**config.mk**
```make
export PLATFORM = sky130hd
export DESIGN_NAME = dac_tunnel_writer
export DESIGN_NICKNAME = d
export VERILOG_FILES = /design/src/rtl/dac_tunnel_writer.sv
export SDC_FILE = /design/constraint.sdc
export NUM_CORES = 1
export LEC_CHECK = 0
export ABC_AREA = 1
export CAP_MARGIN = 10
export CORE_UTILIZATION = 45
export CTS_BUF_LIST = sky130_fd_sc_hd__clkbuf_8
export DETAILED_ROUTE_END_ITERATION = 12
export HOLD_SLACK_MARGIN = 0.12
export PLACE_DENSITY_LB_ADDON = 0.25
export SYNTH_ARGS = -nofsm -noshare
export SYNTH_HDL_FRONTEND = slang
export SYNTH_SLANG_ARGS = --single-unit
export TNS_END_PERCENT = 1
```
**constraint.sdc**
```tcl
create_clock -name clk -period 2.75 [get_ports clk]
set_clock_uncertainty 0.05 [all_clocks]
set_input_delay 0.825 -clock clk [delete_from_list [all_inputs] [get_ports clk]]
set_output_delay 0.825 -clock clk [all_outputs]
set_load 0.05 [all_outputs]
```
**src/rtl/dac_tunnel_writer.sv**
```systemverilog
module dac_tunnel_writer #(
  parameter int          CLK_HZ   = 200_000_000,
  parameter int          GAP_NS   = 10_000,
  parameter logic [2:0]  REG_ADDR = 3'd0,
  parameter logic [7:0]  DEV_BYTE = 8'h9C,
  parameter logic [7:0]  CMD_BYTE = 8'h00
) (
  input  logic       clk,
  input  logic       rst_n,
  input  logic       start_i,
  input  logic [7:0] value_i,
  input  logic [2:0] keep_i,
  output logic [7:0] frame_o,
  output logic       frame_valid_o,
  input  logic       frame_ready_i,
  output logic       busy_o,
  output logic       done_o
);
  localparam longint GAP_RAW = (longint'(CLK_HZ) * longint'(GAP_NS)) / 64'd1_000_000_000;
  localparam int     GAP_CYC = (GAP_RAW < 1) ? 1 : int'(GAP_RAW);
  localparam int     CW      = $clog2(GAP_CYC + 1);

  typedef enum logic [1:0] {S_IDLE, S_SEND, S_GAP} state_t;
  typedef enum logic [1:0] {P_START, P_BITS, P_STOP} phase_t;

  state_t      state;
  phase_t      phase;
  logic [1:0]  step;
  logic [3:0]  bit_idx;
  logic [1:0]  byte_idx;
  logic [CW-1:0] gap_cnt;
  logic [7:0]  val_q;
  logic [2:0]  keep_q;
  logic [7:0]  cur_byte;
  logic [2:0]  sel;
  logic        bit_lvl, scl, sda, last, accept;

  assign cur_byte = (byte_idx == 2'd0) ? DEV_BYTE : (byte_idx == 2'd1) ? CMD_BYTE : val_q;
  assign sel      = 3'd7 - bit_idx[2:0];
  assign bit_lvl  = !bit_idx[3] && cur_byte[sel];

  always_comb begin
    unique case (phase)
      P_START: begin scl = (step != 2'd2); sda = (step == 2'd0); end
      P_STOP:  begin scl = (step != 2'd0); sda = (step == 2'd2); end
      default: begin scl = (step == 2'd1); sda = bit_lvl;       end
    endcase
  end

  assign frame_o       = {REG_ADDR, keep_q, sda, scl};
  assign frame_valid_o = (state == S_SEND);
  assign busy_o        = (state != S_IDLE);
  assign accept        = frame_valid_o && frame_ready_i;
  assign last          = (phase == P_STOP) && (step == 2'd2);

  always_ff @(posedge clk or negedge rst_n) begin
    if (!rst_n) begin
      state    <= S_IDLE;
      phase    <= P_START;
      step     <= '0;
      bit_idx  <= '0;
      byte_idx <= '0;
      gap_cnt  <= '0;
      val_q    <= '0;
      keep_q   <= '0;
      done_o   <= 1'b0;
    end else begin
      done_o <= 1'b0;
      unique case (state)
        S_IDLE: if (start_i) begin
          val_q    <= value_i;
          keep_q   <= keep_i;
          phase    <= P_START;
          step     <= '0;
          bit_idx  <= '0;
          byte_idx <= '0;
          state    <= S_SEND;
        end
        S_SEND: if (accept) begin
          if (last) begin
            state  <= S_IDLE;
            done_o <= 1'b1;
          end else begin
            state   <= S_GAP;
            gap_cnt <= '0;
            if (step != 2'd2) begin
              step <= step + 2'd1;
            end else begin
              step <= '0;
              if (phase == P_START) begin
                phase <= P_BITS;
              end else if (bit_idx == 4'd8) begin
                bit_idx <= '0;
                if (byte_idx == 2'd2) phase <= P_STOP;
                else                  byte_idx <= byte_idx + 2'd1;
              end else begin
                bit_idx <= bit_idx + 4'd1;
              end
            end
          end
        end
        S_GAP: begin
          if (gap_cnt == CW'(GAP_CYC - 1)) state <= S_SEND;
          else                              gap_cnt <= gap_cnt + 1'b1;
        end
        default: state <= S_IDLE;
      endcase
    end
  end
endmodule

```
## Yosys cells after proc, flatten, opt, wreduce, memory -nomap -nowiden

Index checks and enable logic that the tools add are counted.
Widths: inputs -> output; s select.

- RAM bits: 0
- Logic and storage cells: 99
- Bits of input ports: 15
- Output and inout bits: 11
- Register bits after elaboration: 35
- Memories: 0
- Latch bits: 0
- Bits in read-only memories: 0

- Div/mod/pow operators: 0
- Reduce and logical (&&, ||, !) cells: 19
- $lt $le $gt $ge: 1
- Add/subtract/negate cells: 5
- Bitwise logic cells: 0
- Equal/unequal tests: 21
- Muxes and demuxes: 44
- Multiply operators: 0
- Shift operators: 0

Operators by type and width:

| operator | count |
|---|---|
| $mux 2 | 20 |
| $mux 11 | 3 |
| $mux 4 | 6 |
| $pmux 11 s2 | 1 |
| $mux 8 | 2 |
| $ne 2x2->1 const B | 8 |
| $pmux 2 s2 | 3 |
| $add 11x1->11 const B | 1 |
| $eq 11x11->1 const B | 1 |
| $eq 2x2->1 const B | 4 |
| $logic_not 2->1 | 4 |
| $pmux 4 s2 | 1 |
| $reduce_and 4->1 | 2 |
| $reduce_and 8->1 | 1 |
| $reduce_bool 2->1 | 4 |
| $reduce_and 7->1 | 1 |
| $eq 2x1->1 const B | 3 |
| $ne 3x1->1 const B | 2 |
| $pmux 2 s3 | 1 |
| $reduce_and 6->1 | 1 |
| $add 2x1->2 const B | 2 |
| $add 4x1->4 const B | 1 |
| $eq 4x4->1 const B | 1 |
| $lt 3x4->1 const B | 1 |
| 9 further kinds | 16 |

## Depth between registers and ports, before layout

- Depth in word-level cells: 8
- Mapped depth: 11
- Mapped depth without buffers: 10

## Least setup slack after synthesis

Ideal clock, no wire load.

- Path type: register -> output
- Start: register bit_idx[0]
- End: output frame_o[1]
- Data required time: 1.875 ns
- Stages on the path, launching flop included: 8
- Arrival time: 1.253 ns
- Setup slack: 0.622 ns
- Path buffers: 2
- Cell sequence: dfrtp_1 -> clkbuf_1 -> or2_2 -> nand3_1 -> nand3_1 -> nand3_1 -> nand2_1 -> buf_4

- Longest elaborated chain between the ends: 5

Ends and longest elaborated chain:

| item | line | source |
|---|---|---|
| start, declared | 29 | `logic [3:0] bit_idx;` |
| start signal, assigned | 97 | `bit_idx <= bit_idx + 4'd1;` |
| $sub 3x3->3 | 39 | `assign sel = 3'd7 - bit_idx[2:0];` |
| $bmux 1 s3 | 40 | `assign bit_lvl = !bit_idx[3] && cur_byte[sel];` |
| $mux 1 (implied by the code) | 40 |  |
| $logic_and 1x1->1 | 40 |  |
| $pmux 1 s2 | 43 | `unique case (phase)` |
| end, declared | 13 | `output logic [7:0] frame_o,` |

No other way between the ends. The select of a mux whose other input is x is not followed.

## Worst setup path in the final report

- Start: register state[1]
- End: output busy_o

- Longest elaborated chain between the ends: 1

Ends and longest elaborated chain:

| item | line | source |
|---|---|---|
| start, declared | 26 | `state_t state;` |
| start signal, assigned | 58 | `state <= S_IDLE;` |
| start signal, assigned | 77 | `state <= S_SEND;` |
| start signal, assigned | 81 | `state <= S_IDLE;` |
| $reduce_bool 2->1 | 52 | `assign busy_o = (state != S_IDLE);` |
| end, declared | 16 | `output logic busy_o,` |

No other way between the ends.

==> metrics.txt <==
# TYPE chip_impl_metric gauge
chip_impl_info{name="run_status",value="finished clean"} 1
chip_impl_metric{name="cp.required",unit="ns"} 1.88
chip_impl_metric{name="worst_ir_drop_vdd",unit="uV"} 631
chip_impl_info{name="top_signal_layer_used",value="met4"} 1
chip_impl_metric{name="timing.setup.tns",unit="ns"} 0
chip_impl_metric{name="cts-buffers-inserted",unit=""} 5
chip_impl_metric{name="synth-async-reset-ratio",unit=""} 1.00
chip_impl_metric{name="power",unit="mW"} 2.54
chip_impl_metric{name="design.core.area",unit="um^2"} 4410
chip_impl_metric{name="layout.nets",unit=""} 303
chip_impl_info{name="reg2reg_launch_point",value="gap_cnt[0]"} 1
chip_impl_metric{name="cellPowerDensity",unit="nW/um^2"} 1040
chip_impl_metric{name="grt_pass1_vias",unit=""} 1584
chip_impl_metric{name="placement.setup.worst_slack",unit="ns"} 0.383
chip_impl_metric{name="route.met2.wl",unit="um"} 1760
chip_impl_metric{name="die_w",unit="um"} 70.1
chip_impl_info{name="criticalPathCategory",value="flop to output port"} 1
chip_impl_info{name="critical_path.startpoint_type",value="flop"} 1
chip_impl_info{name="synth_top_flop_cell",value="sky130_fd_sc_hd__dfrtp_1"} 1
chip_impl_metric{name="arrival",unit="ns"} 1.74
chip_impl_metric{name="drc",unit=""} 0
chip_impl_metric{name="ys_warn_count",unit=""} 0
chip_impl_metric{name="synth_sequential_area_ratio",unit=""} 0.419
chip_impl_metric{name="syn_area_per_cell",unit="um^2"} 8.09
chip_impl_metric{name="ctsHtreeMaxLevel",unit=""} 2
chip_impl_info{name="timing.rr.end",value="gap_cnt[9]"} 1
chip_impl_metric{name="placement_rows",unit=""} 24
chip_impl_metric{name="crit_fanout",unit=""} 3
chip_impl_metric{name="path_clk_slew",unit="ns"} 0.07
chip_impl_metric{name="grt_antenna_before_repair",unit=""} 0
chip_impl_metric{name="power.leakage",unit="nW"} 1.14
chip_impl_info{name="crit_end_category",value="output port"} 1
chip_impl_metric{name="met1Wirelength",unit="um"} 1990
chip_impl_metric{name="place.port_buffers",unit=""} 22
chip_impl_metric{name="syn_area",unit="um^2"} 2090
chip_impl_metric{name="drive_above_1_share",unit=""} 0.141
chip_impl_metric{name="avgRoutedWirePerCell",unit="um"} 11.7
chip_impl_metric{name="timing.final.crit_share",unit=""} 0.950
chip_impl_metric{name="place_hpwl",unit="um"} 2920
chip_impl_metric{name="clock_sink_count",unit=""} 35
chip_impl_metric{name="pin_count",unit=""} 26
chip_impl_metric{name="yosys.cell_types.count",unit=""} 33
chip_impl_metric{name="drv.max_cap_violation_count",unit=""} 0
chip_impl_metric{name="timing.reg2reg.setup_slack",unit="ns"} 0.97
chip_impl_metric{name="routed-wl-met3",unit="um"} 144
chip_impl_info{name="critical_path.endpoint",value="busy_o"} 1
chip_impl_info{name="crit_path_start",value="state[1]"} 1
chip_impl_metric{name="drt_wl_total",unit="um"} 3930
chip_impl_metric{name="first_pass_grt_wire_length",unit="um"} 7170
chip_impl_metric{name="fp.dieArea",unit="um^2"} 4920
chip_impl_metric{name="clock_latency",unit="ns"} 0.28
chip_impl_metric{name="post_cts_hold_buffer_count",unit=""} 0
chip_impl_metric{name="ff2ff_path_depth",unit=""} 6
chip_impl_info{name="yosys.area.top_type",value="sky130_fd_sc_hd__dfrtp_1"} 1
chip_impl_info{name="worstHoldPathType",value="flop to flop"} 1
chip_impl_metric{name="post_cts.repair.setup_buffers",unit=""} 0
chip_impl_metric{name="antenna_cells",unit=""} 0
chip_impl_metric{name="die_y",unit="um"} 70.1
chip_impl_metric{name="timing.fmax",unit="MHz"} 383
chip_impl_metric{name="tightestPinTransition",unit="ns"} 0.558
chip_impl_info{name="synth.cells.most_frequent",value="sky130_fd_sc_hd__nand2_1 (67), sky130_fd_sc_hd__dfrtp_1 (35), sky130_fd_sc_hd__nand3_1 (26), sky130_fd_sc_hd__inv_1 (25), sky130_fd_sc_hd__nor2_1 (22)"} 1
chip_impl_info{name="clk_root_buffer_cell",value="sky130_fd_sc_hd__clkbuf_8"} 1
chip_impl_metric{name="slew_viol_final",unit=""} 0
chip_impl_metric{name="number_of_flops_mapped_to_enable_cells_by_yosys",unit=""} 0
chip_impl_metric{name="area_growth_syn_to_layout",unit="%"} 16.8
chip_impl_metric{name="grt-ovfl-total",unit=""} 0
chip_impl_metric{name="worst_slack",unit="ns"} 0.138
chip_impl_metric{name="track_usage",unit=""} 0.186
chip_impl_metric{name="firstDrtPassIters",unit=""} 4
chip_impl_metric{name="clk_path_buf_depth",unit=""} 2
chip_impl_metric{name="grt_start_max_net_pins",unit=""} 36
chip_impl_metric{name="start_util",unit=""} 0.473
chip_impl_metric{name="drt-initial-drc-count",unit=""} 62
chip_impl_metric{name="synthCells",unit=""} 258
chip_impl_metric{name="postSynthRegisterBits",unit=""} 35
chip_impl_metric{name="timing.final.crit_period",unit="ns"} 2.61
chip_impl_metric{name="final-hold-violation-count",unit=""} 0
chip_impl_metric{name="route.antenna.remaining_nets",unit=""} 0
chip_impl_info{name="synth.area.top_cells",value="sky130_fd_sc_hd__dfrtp_1 (42%), sky130_fd_sc_hd__nand2_1 (12%), sky130_fd_sc_hd__nand3_1 (6.2%)"} 1
chip_impl_metric{name="dr_total_vias",unit=""} 1656
chip_impl_metric{name="worst_slew_margin_rel",unit=""} 0.628
chip_impl_metric{name="gp_routability_congestion",unit=""} 0.825
chip_impl_info{name="synth.most_common_cell",value="sky130_fd_sc_hd__nand2_1"} 1
chip_impl_metric{name="vias_per_cell",unit=""} 4.94
chip_impl_metric{name="finalSetupViolations",unit=""} 0
chip_impl_metric{name="synth_top_cell_area_share",unit=""} 0.419
chip_impl_info{name="tritoncts",value="done"} 1
chip_impl_info{name="rsz0062_at_grt",value="no"} 1
-- kinds of logic after synthesis --
| logic type | Yosys count | share of synthesized area |
|---|---|---|
| XOR/XNOR | 4 | 0.0168 |
| other | 1 | 0.00180 |
| AO/OA/AOI/OAI | 29 | 0.0803 |
| AND/OR/NAND/NOR | 137 | 0.316 |
| multiplexers | 9 | 0.0485 |
| flip-flops | 35 | 0.419 |
| adder cells (fa/ha/maj) | 6 | 0.0359 |
| buffers and inverters | 37 | 0.0809 |
-- registers in the layout, indices dropped and copies added, names as in the netlist --
signal,flops
gap_cnt,11
val_q,8
bit_idx,4
keep_q,3
byte_idx,2
phase,2
state,2
step,2
done_o,1
-- worst max-delay path, stage by stage (launching register included) --
cell and delay [ns]:
sky130_fd_sc_hd__dfrtp_1 0.47, sky130_fd_sc_hd__nor2_1 0.12, sky130_fd_sc_hd__inv_1 0.07, sky130_fd_sc_hd__clkdlybuf4s50_1 0.79
-- worst min path at each step --
stage,from,endpoint,slack [ns],cells after the start
finish,val_q[1],val_q[1],0.45,1
floorplan,gap_cnt[1],gap_cnt[1],0.42,2
CTS,val_q[1],val_q[1],0.46,1
global route,keep_q[1],keep_q[1],0.48,1
detailed placement,val_q[1],val_q[1],0.44,1
global placement,val_q[1],val_q[1],0.43,1
-- report_power, final --
part / total (mW) / switching [mW] / internal [mW] / leakage, nW
logic: 1.31 / 0.834 / 0.478 / 0.635
clock network: 0.407 / 0.182 / 0.225 / 0.0557
registers: 0.817 / 0.138 / 0.679 / 0.451
total: 2.54 / 1.15 / 1.38 / 1.14
-- cell usage in the layout, fill, tap and decap left out, types with 2 or more instances in the layout --
cell / synthesis / routed
sky130_fd_sc_hd__a21oi_1: 5 / 5
sky130_fd_sc_hd__mux2_2: 9 / 9
sky130_fd_sc_hd__or2_2: 3 / 3
sky130_fd_sc_hd__nand3_1: 26 / 26
sky130_fd_sc_hd__conb_1: 1 / 3
sky130_fd_sc_hd__nor2_4: 4 / 4
sky130_fd_sc_hd__nor3_1: 2 / 2
sky130_fd_sc_hd__inv_2: 4 / 4
sky130_fd_sc_hd__buf_4: 6 / 2
sky130_fd_sc_hd__clkdlybuf4s50_1: 0 / 19
sky130_fd_sc_hd__nand2_4: 2 / 2
sky130_fd_sc_hd__nor2_2: 2 / 2
sky130_fd_sc_hd__o21ai_0: 12 / 12
sky130_fd_sc_hd__a21o_1: 2 / 2
sky130_fd_sc_hd__xor2_1: 4 / 4
sky130_fd_sc_hd__nand2_2: 2 / 2
sky130_fd_sc_hd__o22ai_1: 2 / 2
sky130_fd_sc_hd__nor2_1: 22 / 22
sky130_fd_sc_hd__nand4_1: 2 / 2
sky130_fd_sc_hd__nand2_1: 67 / 67
sky130_fd_sc_hd__inv_1: 25 / 26
sky130_fd_sc_hd__ha_1: 6 / 6
sky130_fd_sc_hd__dfrtp_1: 35 / 35
sky130_fd_sc_hd__clkbuf_8: 0 / 7
sky130_fd_sc_hd__o21ai_1: 5 / 5
-- routing by layer --
layer | vias up | track usage
li1 | 872 | -
met1 | 754 | 0.256
met2 | 28 | 0.279
met3 | 2 | 0.0491
met4 | 0 | 0.0733
met5 | - | 0
-- timing repair --
item                                   4_1_cts  5_1_grt
gates resized for setup                      0        1
setup endpoints to repair                    0        1
endpoints found under the hold margin        0        0
-- metrics by stage --
stage	hold slack, ns	util	area (um^2)	cells
5_1_grt	0.479	0.552	2440	335
3_5_place_dp	0.440	0.529	2340	327
3_3_place_gp	0.433	0.529	2340	327
6_report	0.450	0.552	2440	335
2_1_floorplan	0.418	-	2100	260
4_1_cts	0.455	0.552	2440	335
-- cell type report --
class / count / area, um^2
multi-input combinational: 188 / 1050
clock buffer: 7 / 96.3
sequential: 35 / 876
inverter: 29 / 109
fill: 419 / 1980
tap: 52 / 65.1
clock inverter: 1 / 3.75
timing repair buffer: 23 / 238
Power figures use the tool's default switching activity.
